<file path="src/rtl/smbtd_pkg.sv">
package smbtd_pkg;

    localparam int BYTE_W = 8;

    typedef enum logic [2:0] {
        ST_IDLE,
        ST_WRITE,
        ST_RECV,
        ST_READ,
        ST_DONE,
        ST_CONF
    } state_e;

    typedef enum logic [1:0] {
        OP_QUICK = 2'd0,
        OP_SEND  = 2'd1,
        OP_WRITE = 2'd2
    } op_kind_e;

    typedef struct packed {
        op_kind_e           kind;
        logic               rnw;
        logic [BYTE_W-1:0]  cmd;
    } op_t;

    typedef struct packed {
        logic wr_start;
        logic rd_start;
        logic stop;
        logic nack;
        logic rx;
        logic tx_req;
    } evt_t;

    typedef enum logic [2:0] {
        EV_NONE,
        EV_STOP,
        EV_WRS,
        EV_RDS,
        EV_NACK,
        EV_RX,
        EV_TXREQ
    } evsel_e;

    // Strobes are expected one at a time; a stop wins if they collide.
    function automatic evsel_e pick_event(evt_t e);
        if (e.stop)          return EV_STOP;
        else if (e.wr_start) return EV_WRS;
        else if (e.rd_start) return EV_RDS;
        else if (e.nack)     return EV_NACK;
        else if (e.rx)       return EV_RX;
        else if (e.tx_req)   return EV_TXREQ;
        else                 return EV_NONE;
    endfunction

    // Classify a finished write by how many bytes it carried.
    function automatic op_t op_for_write(logic none, logic single, logic [BYTE_W-1:0] first);
        op_t o;
        o.rnw = 1'b0;
        if (none) begin
            o.kind = OP_QUICK;
            o.cmd  = '0;
        end else if (single) begin
            o.kind = OP_SEND;
            o.cmd  = first;
        end else begin
            o.kind = OP_WRITE;
            o.cmd  = first;
        end
        return o;
    endfunction

endpackage

</file>
<file path="src/rtl/smbtd_payload_buf.sv">
module smbtd_payload_buf
    import smbtd_pkg::*;
#(
    parameter int DEPTH = 34,
    localparam int LEN_W = $clog2(DEPTH + 1),
    localparam int IDX_W = $clog2(DEPTH)
) (
    input  logic              clk,
    input  logic              rst,
    input  logic              clr,
    input  logic              push,
    input  logic [BYTE_W-1:0] din,
    output logic [LEN_W-1:0]  count,
    output logic              ovf,
    output logic [BYTE_W-1:0] first,
    input  logic [IDX_W-1:0]  rd_idx,
    output logic [BYTE_W-1:0] rd_data
);

    logic [BYTE_W-1:0] mem [DEPTH];
    logic              full;
    logic [IDX_W:0]    rd_pos;

    assign full = (count == LEN_W'(DEPTH));

    for (genvar i = 0; i < DEPTH; i++) begin : g_slot
        always_ff @(posedge clk) begin
            if (rst)
                mem[i] <= '0;
            else if (push && !clr && count == LEN_W'(i))
                mem[i] <= din;
        end
    end

    always_ff @(posedge clk) begin
        if (rst) begin
            count <= '0;
            ovf   <= 1'b0;
        end else begin
            ovf <= push && full && !clr;
            if (clr)
                count <= '0;
            else if (push && !full)
                count <= count + LEN_W'(1);
        end
    end

    assign first  = mem[0];
    assign rd_pos = {1'b0, rd_idx} + (IDX_W+1)'(1);

    always_comb begin
        if (rd_pos < (IDX_W+1)'(DEPTH))
            rd_data = mem[rd_pos[IDX_W-1:0]];
        else
            rd_data = '0;
    end

    assert_count_bound_R12: assert property (@(posedge clk) disable iff (rst)
        count <= LEN_W'(DEPTH));

    assert_full_discard_R12: assert property (@(posedge clk) disable iff (rst)
        (push && full && !clr) |=> (count == LEN_W'(DEPTH) && ovf));

endmodule

</file>
<file path="src/rtl/smbtd_ctrl.sv">
module smbtd_ctrl
    import smbtd_pkg::*;
#(
    parameter int LEN_W = 6,
    parameter int OFF_W = 8
) (
    input  logic              clk,
    input  logic              rst,
    input  evt_t              evt,
    input  logic [LEN_W-1:0]  count,
    input  logic [BYTE_W-1:0] first,
    output logic              buf_push,
    output logic              buf_clr,
    output logic              fetch,
    output logic              fetch_blk,
    output logic [BYTE_W-1:0] fetch_cmd,
    output logic [OFF_W-1:0]  fetch_off,
    output logic              op_valid,
    output op_t               op,
    output logic [LEN_W-1:0]  op_len,
    output logic              confused,
    output logic              err_stop_rd,
    output logic              err_drop
);

    state_e            st, st_n;
    logic [OFF_W-1:0]  off, off_n;
    logic [BYTE_W-1:0] cmd_q, cmd_n;
    logic              op_valid_n, err_stop_n, err_drop_n;
    op_t               op_n;
    logic [LEN_W-1:0]  op_len_n;
    evsel_e            sel;
    logic              cnt_zero, cnt_one;

    assign sel      = pick_event(evt);
    assign cnt_zero = (count == '0);
    assign cnt_one  = (count == LEN_W'(1));

    always_comb begin
        st_n       = st;
        off_n      = off;
        cmd_n      = cmd_q;
        op_valid_n = 1'b0;
        op_n       = '0;
        op_len_n   = '0;
        err_stop_n = 1'b0;
        err_drop_n = 1'b0;
        buf_push   = 1'b0;
        buf_clr    = 1'b0;
        fetch      = 1'b0;
        fetch_blk  = 1'b0;
        unique case (sel)
            EV_STOP: begin
                buf_clr = 1'b1;
                st_n    = ST_IDLE;
                if (st == ST_WRITE) begin
                    op_valid_n = 1'b1;
                    op_n       = op_for_write(cnt_zero, cnt_one, first);
                    if (!cnt_zero && !cnt_one)
                        op_len_n = count - LEN_W'(1);
                end else if (st == ST_RECV) begin
                    op_valid_n = 1'b1;
                    op_n.kind  = OP_QUICK;
                    op_n.rnw   = 1'b1;
                end else if (st == ST_READ) begin
                    err_stop_n = 1'b1;
                end
            end
            EV_WRS: begin
                st_n = (st == ST_IDLE) ? ST_WRITE : ST_CONF;
            end
            EV_RDS: begin
                if (st == ST_IDLE) begin
                    st_n = ST_RECV;
                end else if (st == ST_WRITE && !cnt_zero) begin
                    if (!cnt_one) begin
                        op_valid_n = 1'b1;
                        op_n       = op_for_write(1'b0, 1'b0, first);
                        op_len_n   = count - LEN_W'(1);
                    end
                    cmd_n   = first;
                    off_n   = '0;
                    buf_clr = 1'b1;
                    st_n    = ST_READ;
                end else begin
                    st_n = ST_CONF;
                end
            end
            EV_NACK: begin
                if (st == ST_READ)
                    st_n = ST_DONE;
                else if (st != ST_DONE)
                    st_n = ST_CONF;
            end
            EV_RX: begin
                if (st == ST_WRITE)
                    buf_push = 1'b1;
                else
                    err_drop_n = 1'b1;
            end
            EV_TXREQ: begin
                if (st == ST_RECV) begin
                    fetch = 1'b1;
                    st_n  = ST_DONE;
                end else if (st == ST_READ) begin
                    fetch     = 1'b1;
                    fetch_blk = 1'b1;
                    off_n     = off + OFF_W'(1);
                end else begin
                    st_n = ST_CONF;
                end
            end
            default: ;
        endcase
    end

    always_ff @(posedge clk) begin
        if (rst) begin
            st          <= ST_IDLE;
            off         <= '0;
            cmd_q       <= '0;
            op_valid    <= 1'b0;
            op          <= '0;
            op_len      <= '0;
            err_stop_rd <= 1'b0;
            err_drop    <= 1'b0;
        end else begin
            st          <= st_n;
            off         <= off_n;
            cmd_q       <= cmd_n;
            op_valid    <= op_valid_n;
            op          <= op_n;
            op_len      <= op_len_n;
            err_stop_rd <= err_stop_n;
            err_drop    <= err_drop_n;
        end
    end

    assign fetch_cmd = cmd_q;
    assign fetch_off = off;
    assign confused  = (st == ST_CONF);

    assert_stop_idle_R5: assert property (@(posedge clk) disable iff (rst)
        evt.stop |=> (st == ST_IDLE && !op_valid || st == ST_IDLE));

    assert_wrstart_busy_R1: assert property (@(posedge clk) disable iff (rst)
        (sel == EV_WRS && st != ST_IDLE) |=> confused);

    assert_rstart_empty_R6: assert property (@(posedge clk) disable iff (rst)
        (sel == EV_RDS && st == ST_WRITE && cnt_zero) |=> confused);

    assert_offset_step_R8: assert property (@(posedge clk) disable iff (rst)
        (fetch && fetch_blk) |=> (off == OFF_W'($past(off) + OFF_W'(1))));

    assert_conf_silent_R13: assert property (@(posedge clk) disable iff (rst)
        (st == ST_CONF && !evt.stop) |=> (!op_valid && !$past(fetch)));

    assert_nack_done_R10: assert property (@(posedge clk) disable iff (rst)
        (sel == EV_NACK && st == ST_DONE) |=> (st == ST_DONE));

endmodule

</file>
<file path="src/rtl/smbtd_txpath.sv">
module smbtd_txpath
    import smbtd_pkg::*;
(
    input  logic              clk,
    input  logic              rst,
    input  logic              tx_req,
    input  logic              fetch,
    input  logic              rsp_valid,
    input  logic [BYTE_W-1:0] rsp_data,
    output logic              tx_valid,
    output logic [BYTE_W-1:0] tx_data
);

    always_ff @(posedge clk) begin
        if (rst) begin
            tx_valid <= 1'b0;
            tx_data  <= '0;
        end else begin
            tx_valid <= tx_req;
            tx_data  <= (tx_req && fetch && rsp_valid) ? rsp_data : '0;
        end
    end

    assert_tx_zero_R9: assert property (@(posedge clk) disable iff (rst)
        (tx_req && !(fetch && rsp_valid)) |=> (tx_valid && tx_data == '0));

    assert_tx_follow_R9: assert property (@(posedge clk) disable iff (rst)
        tx_valid |-> $past(tx_req));

endmodule

</file>
<file path="src/rtl/smb_txn_decoder.sv">
module smb_txn_decoder
    import smbtd_pkg::*;
#(
    parameter int BUF_DEPTH = 34,
    parameter int OFF_W     = 8,
    localparam int LEN_W    = $clog2(BUF_DEPTH + 1),
    localparam int IDX_W    = $clog2(BUF_DEPTH)
) (
    input  logic              clk,
    input  logic              rst,
    input  logic              ev_wr_start,
    input  logic              ev_rd_start,
    input  logic              ev_stop,
    input  logic              ev_nack,
    input  logic              ev_rx_valid,
    input  logic [7:0]        ev_rx_data,
    input  logic              ev_tx_req,
    output logic              tx_valid,
    output logic [7:0]        tx_data,
    output logic              be_op_valid,
    output logic [1:0]        be_op_kind,
    output logic              be_op_rnw,
    output logic [7:0]        be_op_cmd,
    output logic [LEN_W-1:0]  be_op_len,
    input  logic [IDX_W-1:0]  be_pl_idx,
    output logic [7:0]        be_pl_data,
    output logic              be_fetch,
    output logic              be_fetch_blk,
    output logic [7:0]        be_fetch_cmd,
    output logic [OFF_W-1:0]  be_fetch_off,
    input  logic              be_rsp_valid,
    input  logic [7:0]        be_rsp_data,
    output logic              confused,
    output logic              err_stop_rd,
    output logic              err_drop,
    output logic              err_ovf
);

    evt_t              evt;
    logic              buf_push, buf_clr;
    logic [LEN_W-1:0]  buf_count;
    logic [BYTE_W-1:0] buf_first;
    op_t               op;

    assign evt = '{wr_start: ev_wr_start, rd_start: ev_rd_start, stop: ev_stop,
                   nack: ev_nack, rx: ev_rx_valid, tx_req: ev_tx_req};

    smbtd_payload_buf #(.DEPTH(BUF_DEPTH)) u_buf (
        .clk     (clk),
        .rst     (rst),
        .clr     (buf_clr),
        .push    (buf_push),
        .din     (ev_rx_data),
        .count   (buf_count),
        .ovf     (err_ovf),
        .first   (buf_first),
        .rd_idx  (be_pl_idx),
        .rd_data (be_pl_data)
    );

    smbtd_ctrl #(.LEN_W(LEN_W), .OFF_W(OFF_W)) u_ctrl (
        .clk         (clk),
        .rst         (rst),
        .evt         (evt),
        .count       (buf_count),
        .first       (buf_first),
        .buf_push    (buf_push),
        .buf_clr     (buf_clr),
        .fetch       (be_fetch),
        .fetch_blk   (be_fetch_blk),
        .fetch_cmd   (be_fetch_cmd),
        .fetch_off   (be_fetch_off),
        .op_valid    (be_op_valid),
        .op          (op),
        .op_len      (be_op_len),
        .confused    (confused),
        .err_stop_rd (err_stop_rd),
        .err_drop    (err_drop)
    );

    smbtd_txpath u_tx (
        .clk       (clk),
        .rst       (rst),
        .tx_req    (ev_tx_req),
        .fetch     (be_fetch),
        .rsp_valid (be_rsp_valid),
        .rsp_data  (be_rsp_data),
        .tx_valid  (tx_valid),
        .tx_data   (tx_data)
    );

    assign be_op_kind = op.kind;
    assign be_op_rnw  = op.rnw;
    assign be_op_cmd  = op.cmd;

endmodule

</file>
<file path="config.mk">
export PLATFORM = sky130hd
export DESIGN_NAME = smb_txn_decoder
export DESIGN_NICKNAME = d
export VERILOG_FILES = /design/src/rtl/smbtd_pkg.sv /design/src/rtl/smbtd_payload_buf.sv /design/src/rtl/smbtd_ctrl.sv /design/src/rtl/smbtd_txpath.sv /design/src/rtl/smb_txn_decoder.sv
export SDC_FILE = /design/constraint.sdc
export NUM_CORES = 1
export LEC_CHECK = 0
export BUFFER_PORTS_ARGS = -buffer_cell sky130_fd_sc_hd__buf_2
export CAP_MARGIN = 25
export CELL_PAD_IN_SITES_DETAIL_PLACEMENT = 1
export CELL_PAD_IN_SITES_GLOBAL_PLACEMENT = 2
export CORE_MARGIN = 2
export CORE_UTILIZATION = 47
export CTS_CLUSTER_DIAMETER = 40
export DETAILED_ROUTE_END_ITERATION = 12
export HOLD_SLACK_MARGIN = 0.08
export PLACE_DENSITY = 0.83
export SLEW_MARGIN = 20
export SYNTH_ARGS = -nofsm -noshare
export SYNTH_HDL_FRONTEND = slang
export SYNTH_SLANG_ARGS = --single-unit
</file>
<file path="constraint.sdc">
create_clock -name clk -period 4.4 [get_ports clk]
set_input_delay 0.44 -clock clk [delete_from_list [all_inputs] [get_ports clk]]
set_output_delay 0.44 -clock clk [all_outputs]
set_load 0.02 [all_outputs]
</file>
==> results of run 1 <==
==> critical path: stages <==
cell     delay (ps)
buf_2           120
ha_2            760
buf_12          340
mux4_2          240
nand2_1          50
a32oi_1         490
a31oi_1         160
nor3_1          170
buf_2           190
==> final timing paths <==
kind / from / to
worst max register to register: u_ctrl.st[0] / u_buf.mem[6][7]
worst max-delay path: be_pl_idx[1] / be_pl_data[6]
worst min-delay path: ev_tx_req / u_tx.tx_valid
worst min register to register: u_ctrl.fetch_cmd[1] / u_ctrl.fetch_cmd[1]
==> through the flow <==
stage          total power [mW]  std cells
4_1_cts                   7.913       1719
3_5_place_dp              4.126       1622
2_1_floorplan             3.905       1150
5_1_grt                   8.084       1721
3_3_place_gp              4.111       1622
6_report                  7.879       1721
==> metal layers <==
layer	vias to the layer above	GRT usage	part of all wire
met3	57	0.04426	0.053
met1	5018	0.3412	0.44
met5	-	0	0
met2	270	0.4165	0.49
met4	0	0.07136	0.022
li1	4372	-	-
==> cells by family after synthesis <==
kind of cell	Yosys count	synth area share
XOR/XNOR	15	0.009080
AO/OA/AOI/OAI	102	0.04687
flip-flops	327	0.6060
AND/OR/NAND/NOR	534	0.1987
adder cells (fa/ha/maj)	7	0.005726
buffers and inverters	77	0.02315
multiplexers	88	0.1105
==> layout make-up <==
class | count | share of cell area
Timing Repair Buffer | 108 | 0.03602
Clock inverter | 39 | 0.02188
Multi-Input combinational cell | 746 | 0.3200
Sequential cell | 327 | 0.5212
Inverter | 9 | 0.001900
Clock buffer | 50 | 0.06796
Tap cell | 442 | 0.03110
==> state kept, by name (all words and copies together), names as in the netlist <==
signal	flops
u_tx.tx_data	8
u_ctrl.err_stop_rd	1
u_ctrl.fetch_cmd	8
u_ctrl.err_drop	1
u_buf.ovf	1
u_ctrl.op_len	6
u_buf.mem	272
u_buf.count	6
u_ctrl.op	11
u_ctrl.op_valid	1
u_tx.tx_valid	1
u_ctrl.st	3
u_ctrl.fetch_off	8
==> repair_timing <==
item,in CTS,in global routing
endpoints found under the setup margin,0,0
hold buffers,8,0
hold endpoints to repair,8,0
==> power by group through the flow <==
stage	Combinational, mW	Clock, mW	Sequential [mW]
global route	0.588	3.97	3.52
finish	0.552	3.81	3.52
floorplan	0.360	0	3.54
detailed placement	0.545	0	3.58
CTS	0.551	3.84	3.52
global placement	0.536	0	3.57
==> cells in the final DEF, fill, tap and decap left out, drive strengths merged, types with 32 or more instances in the layout <==
cell type,count
and2,288
edfxtp,272
buf,99
nand2,76
nor2,76
mux4,64
dfxtp,55
clkbuf,51
o21bai,34
nand3,32
==> flow_metrics.env, run 1 <==
export IMPL_status="finished clean"
export IMPL_seq_area_um2=9269
export IMPL_finalCritPeriodShare=0.7831
export IMPL_synth_area_top_cells="edfxtp_1 53%, and2_1 12%, mux4_2 9.4%, dfxtp_1 7.2%, nand2_1 1.9%"
export IMPL_setup_violations=0
export IMPL_viasPerCell=5.646
export IMPL_fin_ws_ps=954.4
export IMPL_ant_nets=0
export IMPL_die_h_um=184.4
export IMPL_fp_dieW_um=184.4
export IMPL_end_kind="primary output"
export IMPL_drc=0
export IMPL_path_max_fanout=40
export IMPL_synth_edff_count=272
export IMPL_pwr_share_seq=0.446
export IMPL_synth_nets=1188
export IMPL_multi_input_area_um2=5690
export IMPL_postSynthCellCount=1150
export IMPL_p_switching_mw=1.881
export IMPL_rows=66
export IMPL_ff2ff_path_depth=4
export IMPL_fin_nets=1278
export IMPL_die_area_um2=34000
export IMPL_placed_area_um2=16090
export IMPL_gp_congestion=0.8101
export IMPL_relSlewSlack=0.2116
export IMPL_ys_ff_latch=327
export IMPL_worst_pin_slew_ps=1173
export IMPL_cts_tree="done"
export IMPL_fmax_mhz=290.2
export IMPL_crit_type="input port to primary output"
export IMPL_initial_core_util=0.4737
export IMPL_avgSynthCellArea_um2=13.30
export IMPL_synth_flop_cell="edfxtp_1"
export IMPL_drt_total_wl_mm=41.71
export IMPL_setup_tns_ps=0
export IMPL_yosys_warnings=0
export IMPL_slew_violations=0
export IMPL_hold_violations=0
export IMPL_post_drt_wl_per_cell_um=24.24
export IMPL_vias=9717
export IMPL_n_fill_cell=3203
export IMPL_grt_max_degree=76
export IMPL_final_layout_size_suffix_gt1_frac=0.2174
export IMPL_regToRegSetupSlack_ps=1280
export IMPL_port_buffers=87
export IMPL_synth_common_cells="288 x and2_1, 272 x edfxtp_1, 76 x nand2_1"
export IMPL_place_ws_ps=976.5
export IMPL_synth_cell_types=62
export IMPL_p_clk_frac=0.483
export IMPL_utilization=0.5508
export IMPL_hpwl_mm=27.26
export IMPL_core_area_um2=32290
export IMPL_power_frac_comb=0.070
export IMPL_post_cts_buffers=0
export IMPL_antenna_found_initial=0
export IMPL_synth_most_common_cell="and2_1"
export IMPL_finalClockSkew_ps=14.97
export IMPL_synthArstFlopShare=0
export IMPL_p_int_mw=5.998
export IMPL_power_density_nw_per_um2=443.0
export IMPL_synth_top_area_cell="edfxtp_1"
export IMPL_holdPathStages=2
export IMPL_peakVddDrop_mv=0.3015
export IMPL_numCtsBuffers=48
export IMPL_cts_sinks=327
export IMPL_p_leak_nw=6.441
export IMPL_drtPass1Iterations=8
export IMPL_max_cap_violations=0
export IMPL_start_kind="input port"
export IMPL_hold_class="input port to flop"
export IMPL_io_pins=88
export IMPL_synth_top_area_share=0.5340
export IMPL_drt_iter0_markers=841
export IMPL_path_clk_slew_ps=50
export IMPL_overflow=0
export IMPL_track_usage=0.2513
export IMPL_clock_latency_ps=560
export IMPL_finalInstanceArea_um2=17780
export IMPL_holdWs_ps=156.2
export IMPL_swShare=0.2387
export IMPL_clock_path_buffers=3
export IMPL_cts_max_level=2
export IMPL_synthesis_area_um2=15300
export IMPL_clockRootBuffer="clkbuf_16"
export IMPL_cp_data_arrival_time_ps=3010
export IMPL_period_needed_ps=3446
export IMPL_cts_resized=0
export IMPL_ys_seq_area_frac=0.6060
export IMPL_cp_required_ps=3960
export IMPL_area_delta_synth_final_pct=16.27
export IMPL_grt_pass1_vias=10216
export IMPL_rsz0062_at_grt="no"
export IMPL_diodes=0
export IMPL_grt_pass1_wl_mm=62.85
No activity file was read; power rests on OpenSTA's default activity.
==> run 2: changes to the inputs <==
--- a/config.mk
+++ b/config.mk
@@ -10,11 +10,11 @@
 export CELL_PAD_IN_SITES_DETAIL_PLACEMENT = 1
 export CELL_PAD_IN_SITES_GLOBAL_PLACEMENT = 2
 export CORE_MARGIN = 2
-export CORE_UTILIZATION = 47
+export CORE_UTILIZATION = 43
 export CTS_CLUSTER_DIAMETER = 40
 export DETAILED_ROUTE_END_ITERATION = 12
 export HOLD_SLACK_MARGIN = 0.08
-export PLACE_DENSITY = 0.83
+export PLACE_DENSITY = 0.77
 export SLEW_MARGIN = 20
 export SYNTH_ARGS = -nofsm -noshare
 export SYNTH_HDL_FRONTEND = slang
==> constraint.sdc (replaced) <==
create_clock -name clk -period 3.54 [get_ports clk]
set_input_delay 0.354 -clock clk [delete_from_list [all_inputs] [get_ports clk]]
set_output_delay 0.354 -clock clk [all_outputs]
set_load 0.02 [all_outputs]
==> run 2 against run 1 <==
Net effect:
- utilization fell by 3.6 points
- die area rose by 9.1%
- non-clock buffer count rose by 36
- hold slack improved by 97 ps
- sequential power rose by 24%
- via count rose by 0.45%
- cell area rose by 2.3%
- worst setup slack got worse by 450 ps
- flip-flop and latch count did not move
- register-to-register slack got worse by 560 ps
- cell count rose by 3.5%
- largest cell class unchanged
==> flow_metrics.env, run 2 (synthesis results as in run 1) <==
export IMPL_cts_tree="done"
export IMPL_layout_cells_most_common="and2_1"
export IMPL_p_leak_nw=6.672
export IMPL_area_delta_synth_final_pct=18.94
export IMPL_finalCritPeriodShare=0.8585
export IMPL_grt_pass1_wl_mm=64.84
export IMPL_finalClockSkew_ps=16.95
export IMPL_path_delay_family="simple AND/OR/NAND/NOR gates"
export IMPL_fin_nets=1317
export IMPL_relSlewSlack=0.3084
export IMPL_cts_sinks=327
export IMPL_ff2ff_path_depth=4
export IMPL_clock_latency_ps=590
export IMPL_die_h_um=192.6
export IMPL_top_register="u_buf.mem"
export IMPL_fmax_mhz=329.1
export IMPL_end_kind="primary output"
export IMPL_worstReg2RegStart="u_ctrl.st[0]"
export IMPL_layout_common_cells="288 x and2_1, 272 x edfxtp_1, 87 x buf_2, 76 x nand2_1, 65 x nor2_1"
export IMPL_antenna_found_initial=0
export IMPL_io_pins=88
export IMPL_numCtsBuffers=51
export IMPL_cp_required_ps=3190
export IMPL_cp_data_arrival_time_ps=2690
export IMPL_port_buffers=87
export IMPL_holdPathStages=3
export IMPL_vias=9761
export IMPL_overflow=0
export IMPL_slew_violations=0
export IMPL_max_cap_violations=0
export IMPL_cp_slowest_cell="o31ai_2"
export IMPL_track_usage=0.2389
export IMPL_power_density_nw_per_um2=551.2
export IMPL_grt_pass1_vias=10261
export IMPL_crit_type="input port to primary output"
export IMPL_gp_congestion=0.8292
export IMPL_initial_core_util=0.4332
export IMPL_path_cells="buf_4 > buf_12 > and3_1 > o31ai_2 > nor3b_2 > a21oi_1 > nor3_1 > buf_2"
export IMPL_drt_iter0_markers=767
export IMPL_clock_path_buffers=3
export IMPL_worst_pin_slew_ps=1035
export IMPL_post_cts_buffers=0
export IMPL_fp_dieW_um=192.6
export IMPL_ant_nets=0
export IMPL_period_needed_ps=3039
export IMPL_largest_reg_flops=272
export IMPL_rows=69
export IMPL_startpoint="be_pl_idx[0]"
export IMPL_largestRegisters="u_buf.mem (272), u_ctrl.op (11)"
export IMPL_r2r_end="u_buf.mem[14][6]"
export IMPL_die_area_um2=37100
export IMPL_setup_tns_ps=0
export IMPL_n_fill_cell=3545
export IMPL_clockRootBuffer="clkbuf_16"
export IMPL_cts_max_level=2
export IMPL_cts_resized=0
export IMPL_status="finished clean"
export IMPL_rsz0062_at_grt="no"
export IMPL_hold_violations=0
export IMPL_hold_start="ev_stop"
export IMPL_crit_buf_inv=3
export IMPL_path_clk_slew_ps=50
export IMPL_core_area_um2=35310
export IMPL_regToRegSetupSlack_ps=720
export IMPL_cp_depth=8
export IMPL_final_layout_size_suffix_gt1_frac=0.2407
export IMPL_viasPerCell=5.478
export IMPL_cpPeakStageDelay_ps=550
export IMPL_path_max_fanout=75
export IMPL_diodes=0
export IMPL_place_ws_ps=476.2
export IMPL_drtPass1Iterations=5
export IMPL_endpoint="be_pl_data[1]"
export IMPL_hold_class="input port to flop"
export IMPL_drc=0
export IMPL_fin_ws_ps=501.0
export IMPL_peakVddDrop_mv=0.4063
export IMPL_hpwl_mm=28.68
export IMPL_setup_violations=0
export IMPL_drt_total_wl_mm=42.57
export IMPL_grt_max_degree=76
export IMPL_post_drt_wl_per_cell_um=23.89
export IMPL_holdWs_ps=252.9
export IMPL_finalPower_mw=10.03
export IMPL_start_kind="input port"
==> run 2: tightest hold or removal path: stages <==
cell and delay, ps:
buf_2 190, nand2b_1 180, nor3_1 60
==> run 2: metrics by stage <==
step / cells / util / cell area (µm²)
3_3_place_gp: 1677 / 0.4644 / 16400
4_1_cts: 1781 / 0.5151 / 18190
3_5_place_dp: 1677 / 0.4644 / 16400
5_1_grt: 1782 / 0.5152 / 18190
2_1_floorplan: 1150 / - / 15300
6_report: 1782 / 0.5152 / 18190
==> run 2: layer usage <==
| layer | up-vias | wire length [µm] | GRT usage |
|---|---|---|---|
| li1 | 4449 | - | - |
| met1 | 4985 | 19340 | 0.3363 |
| met2 | 267 | 19860 | 0.3766 |
| met3 | 60 | 2560 | 0.05237 |
| met4 | 0 | 815 | 0.06048 |
| met5 | - | 0 | 0 |
==> run 2: power by group <==
group | internal [mW] | total [mW] | switching (mW)
Combinational | 0.285 | 0.732 | 0.447
Sequential | 4.31 | 4.37 | 0.0588
Clock | 3.01 | 4.93 | 1.92
==> run 2: cell type report <==
cell class / instances / area (µm²) / share of cell area
multi-input combinational: 746 / 5690 / 0.3128
clock inverter: 36 / 382.9 / 0.02105
timing repair buffer: 144 / 923.4 / 0.05076
inverter: 9 / 33.78 / 0.001857
sequential: 327 / 9269 / 0.5095
tap: 461 / 576.8 / 0.03171
clock buffer: 59 / 1316 / 0.07235
==> run 2: worst min path at each step <==
stage	endpoint	slack, ps
6_report	u_ctrl.op[8]	250
3_5_place_dp	u_ctrl.fetch_off[7]	480
5_1_grt	u_buf.ovf	240
4_1_cts	u_ctrl.err_stop_rd	220
2_1_floorplan	u_tx.tx_valid	430
3_3_place_gp	u_ctrl.fetch_off[7]	470
==> run 2: what timing repair did <==
item | in CTS | in global routing
setup endpoints to repair | 0 | 0
hold endpoints to repair | 9 | 0
hold buffers | 9 | 0
==> run 3: changes to the inputs <==
--- a/config.mk
+++ b/config.mk
@@ -5,16 +5,17 @@
 export SDC_FILE = /design/constraint.sdc
 export NUM_CORES = 1
 export LEC_CHECK = 0
+export ABC_AREA = 1
 export BUFFER_PORTS_ARGS = -buffer_cell sky130_fd_sc_hd__buf_2
 export CAP_MARGIN = 25
 export CELL_PAD_IN_SITES_DETAIL_PLACEMENT = 1
 export CELL_PAD_IN_SITES_GLOBAL_PLACEMENT = 2
 export CORE_MARGIN = 2
-export CORE_UTILIZATION = 43
+export CORE_UTILIZATION = 39
 export CTS_CLUSTER_DIAMETER = 40
 export DETAILED_ROUTE_END_ITERATION = 12
 export HOLD_SLACK_MARGIN = 0.08
-export PLACE_DENSITY = 0.77
+export PLACE_DENSITY = 0.78
 export SLEW_MARGIN = 20
 export SYNTH_ARGS = -nofsm -noshare
 export SYNTH_HDL_FRONTEND = slang
==> run 3 against run 2 <==
Net effect:
- sequential power down 1%
- fmax grew 3.0%
- utilization fell by 4.6 points
- combinational power rose by 22%
- non-clock buffer count down 16
- die area increased by 11%
- cell count up 30%
- via count rose by 25%
- global-route usage is 0.57 points higher
- worst setup slack better by 89 ps
- critical path type unchanged
- critical endpoint is now be_pl_data[3]
- largest cell class unchanged
==> flow_metrics.env, run 3 <==
export IMPL_status="finished clean"
export IMPL_cp_required_ps=3190
export IMPL_drt_total_wl_mm=49.81
export IMPL_synth_top_area_cell="edfxtp_1"
export IMPL_grt_pass1_vias=12508
export IMPL_final_layout_size_suffix_gt1_frac=0.1703
export IMPL_area_delta_synth_final_pct=17.96
export IMPL_clock_path_buffers=3
export IMPL_use_met2=0.4146
export IMPL_cts_sinks=327
export IMPL_hold_violations=0
export IMPL_relSlewSlack=0.3994
export IMPL_post_cts_buffers=0
export IMPL_clock_latency_ps=580
export IMPL_top_usage_layer="met2"
export IMPL_met3_usage=0.03340
export IMPL_cts_tree="done"
export IMPL_synth_nets=1704
export IMPL_synthArstFlopShare=0
export IMPL_gp_congestion=0.8300
export IMPL_hold_class="input port to flop"
export IMPL_p_leak_nw=7.421
export IMPL_layout_common_cells="384 x nand2_1, 274 x nor2_1, 272 x edfxtp_1, 269 x nand3_1, 86 x buf_2"
export IMPL_worst_pin_slew_ps=895.4
export IMPL_die_h_um=203.2
export IMPL_hpwl_mm=32.68
export IMPL_power_density_nw_per_um2=557.1
export IMPL_synth_cell_types=39
export IMPL_io_pins=88
export IMPL_core_area_um2=38920
export IMPL_largestRegisters="u_buf.mem (272), u_ctrl.op (11)"
export IMPL_synth_edff_count=272
export IMPL_diodes=0
export IMPL_setup_tns_ps=0
export IMPL_drtPass1Iterations=5
export IMPL_grt_pass1_wl_mm=75.87
export IMPL_peakVddDrop_mv=0.4565
export IMPL_track_usage=0.2447
export IMPL_postSynthCellCount=1666
export IMPL_end_kind="primary output"
export IMPL_clockRootBuffer="clkbuf_16"
export IMPL_max_cap_violations=0
export IMPL_overflow=0
export IMPL_initial_core_util=0.3976
export IMPL_synthesis_area_um2=15470
export IMPL_synth_top_area_share=0.5279
export IMPL_drt_iter0_markers=786
export IMPL_rsz0062_at_grt="no"
export IMPL_synth_common_cells="384 x nand2_1, 274 x nor2_1, 272 x edfxtp_1"
export IMPL_post_drt_wl_per_cell_um=21.57
export IMPL_synth_flop_cell="edfxtp_1"
export IMPL_grt_util_met1=0.3221
export IMPL_fmax_mhz=339.0
export IMPL_fp_dieW_um=203.2
export IMPL_drc=0
export IMPL_path_clk_slew_ps=50
export IMPL_crit_type="input port to primary output"
export IMPL_port_buffers=87
export IMPL_synth_most_common_cell="nand2_1"
export IMPL_path_max_fanout=24
export IMPL_grt_max_degree=106
export IMPL_finalClockSkew_ps=19.16
export IMPL_place_inst=2207
export IMPL_rows=72
export IMPL_numCtsBuffers=50
export IMPL_cp_data_arrival_time_ps=2600
export IMPL_finalCritPeriodShare=0.8334
export IMPL_period_needed_ps=2950
export IMPL_yosys_warnings=0
export IMPL_die_area_um2=41290
export IMPL_fin_nets=1788
export IMPL_finalPower_mw=10.17
export IMPL_ys_seq_area_frac=0.5990
export IMPL_start_kind="input port"
export IMPL_setup_violations=0
export IMPL_antenna_found_initial=0
export IMPL_cts_max_level=2
export IMPL_ant_nets=0
export IMPL_largest_reg_flops=272
export IMPL_avgSynthCellArea_um2=9.288
export IMPL_layout_cells_most_common="nand2_1"
export IMPL_vias=12184
export IMPL_ys_ff_latch=327
export IMPL_viasPerCell=5.277
export IMPL_fin_cells=2309
export IMPL_slew_violations=0
export IMPL_synth_area_top_cells="edfxtp_1 53%, nand2_1 9.3%, nand3_1 8.7%, dfxtp_1 7.1%, nor2_1 6.6%"
export IMPL_top_register="u_buf.mem"
## run 3: cell types whose count changed after synthesis, moves of 64 or more
cell and delta:
and2_1 -288, inv_1 +70, mux4_2 -64, nand2_1 +308, nand3_1 +237, nor2_1 +209
## run 3: final timing paths
path | startpoint | end | slack [ps] | depth (start not counted)
hold / removal | ev_stop | u_ctrl.err_stop_rd | 160 | 3
setup / recovery | be_pl_idx[0] | be_pl_data[3] | 590 | 11
setup reg to reg | u_buf.count[0] | u_buf.mem[1][5] | 940 | 10
hold reg to reg | u_buf.count[0] | u_ctrl.op_len[0] | 490 | 1
## run 3: what timing repair did
action,4_1_cts,5_1_grt
hold buffers,9,0
resized for setup,0,0
endpoints found under the setup margin,0,0
endpoints found under the hold margin,9,0
## run 3: critical path, stage by stage
cell     delay (ps)
buf_4           140
ha_2            230
xnor2_2         530
buf_4           420
nand3_1         130
nand3_1         170
nand3_1         190
nand3_1         140
nand2_1          80
inv_1            50
buf_2           150
## run 3: logic make-up (layout without fill, tap and decap cells)
logic type                 after synthesis  count (layout)  synth area share
and+or+nand+nor                       1060            1060            0.3148
DFF                                    327             327            0.5990
buffers and inverters                  191             316           0.05021
AOI/OAI and AO/OA                       70              70           0.02313
xor gates and xnor gates                11              11          0.007197
adders and majority gates                7               7          0.005660
## run 3: through the flow
step                      setup slack (ps)  hold WS [ps]  cell area, µm²  utilization
final                                589.8         155.4           18250       0.4690
after detailed placement             648.8         484.5           16480       0.4234
after global routing                 435.9         176.3           18250       0.4690
after floorplan                       1242         441.7           15470            -
after global placement               650.1         477.4           16450       0.4226
after CTS                            637.0         134.1           18250       0.4690
## run 3: where the power goes
group          switching [mW]  internal (mW)
registers              0.0418           4.28
clock network            1.82           3.13
logic                   0.665          0.229
total                    2.53           7.64
## run 3: per-layer routing
layer	wire (µm)	vias to the layer above
li1	-	5747
met1	21670	6082
met2	24420	272
met3	2333	83
met4	1385	0
met5	0	-
## run 3: layout make-up
cell class                      count  area (µm²)
Multi-Input combinational cell   1148        5449
Clock inverter                     25       294.0
Clock buffer                       68        1390
Fill cell                        4486       20660
Sequential cell                   327        9269
Timing Repair Buffer              128       838.3
Inverter                           95       364.1
Tap cell                          518       648.1
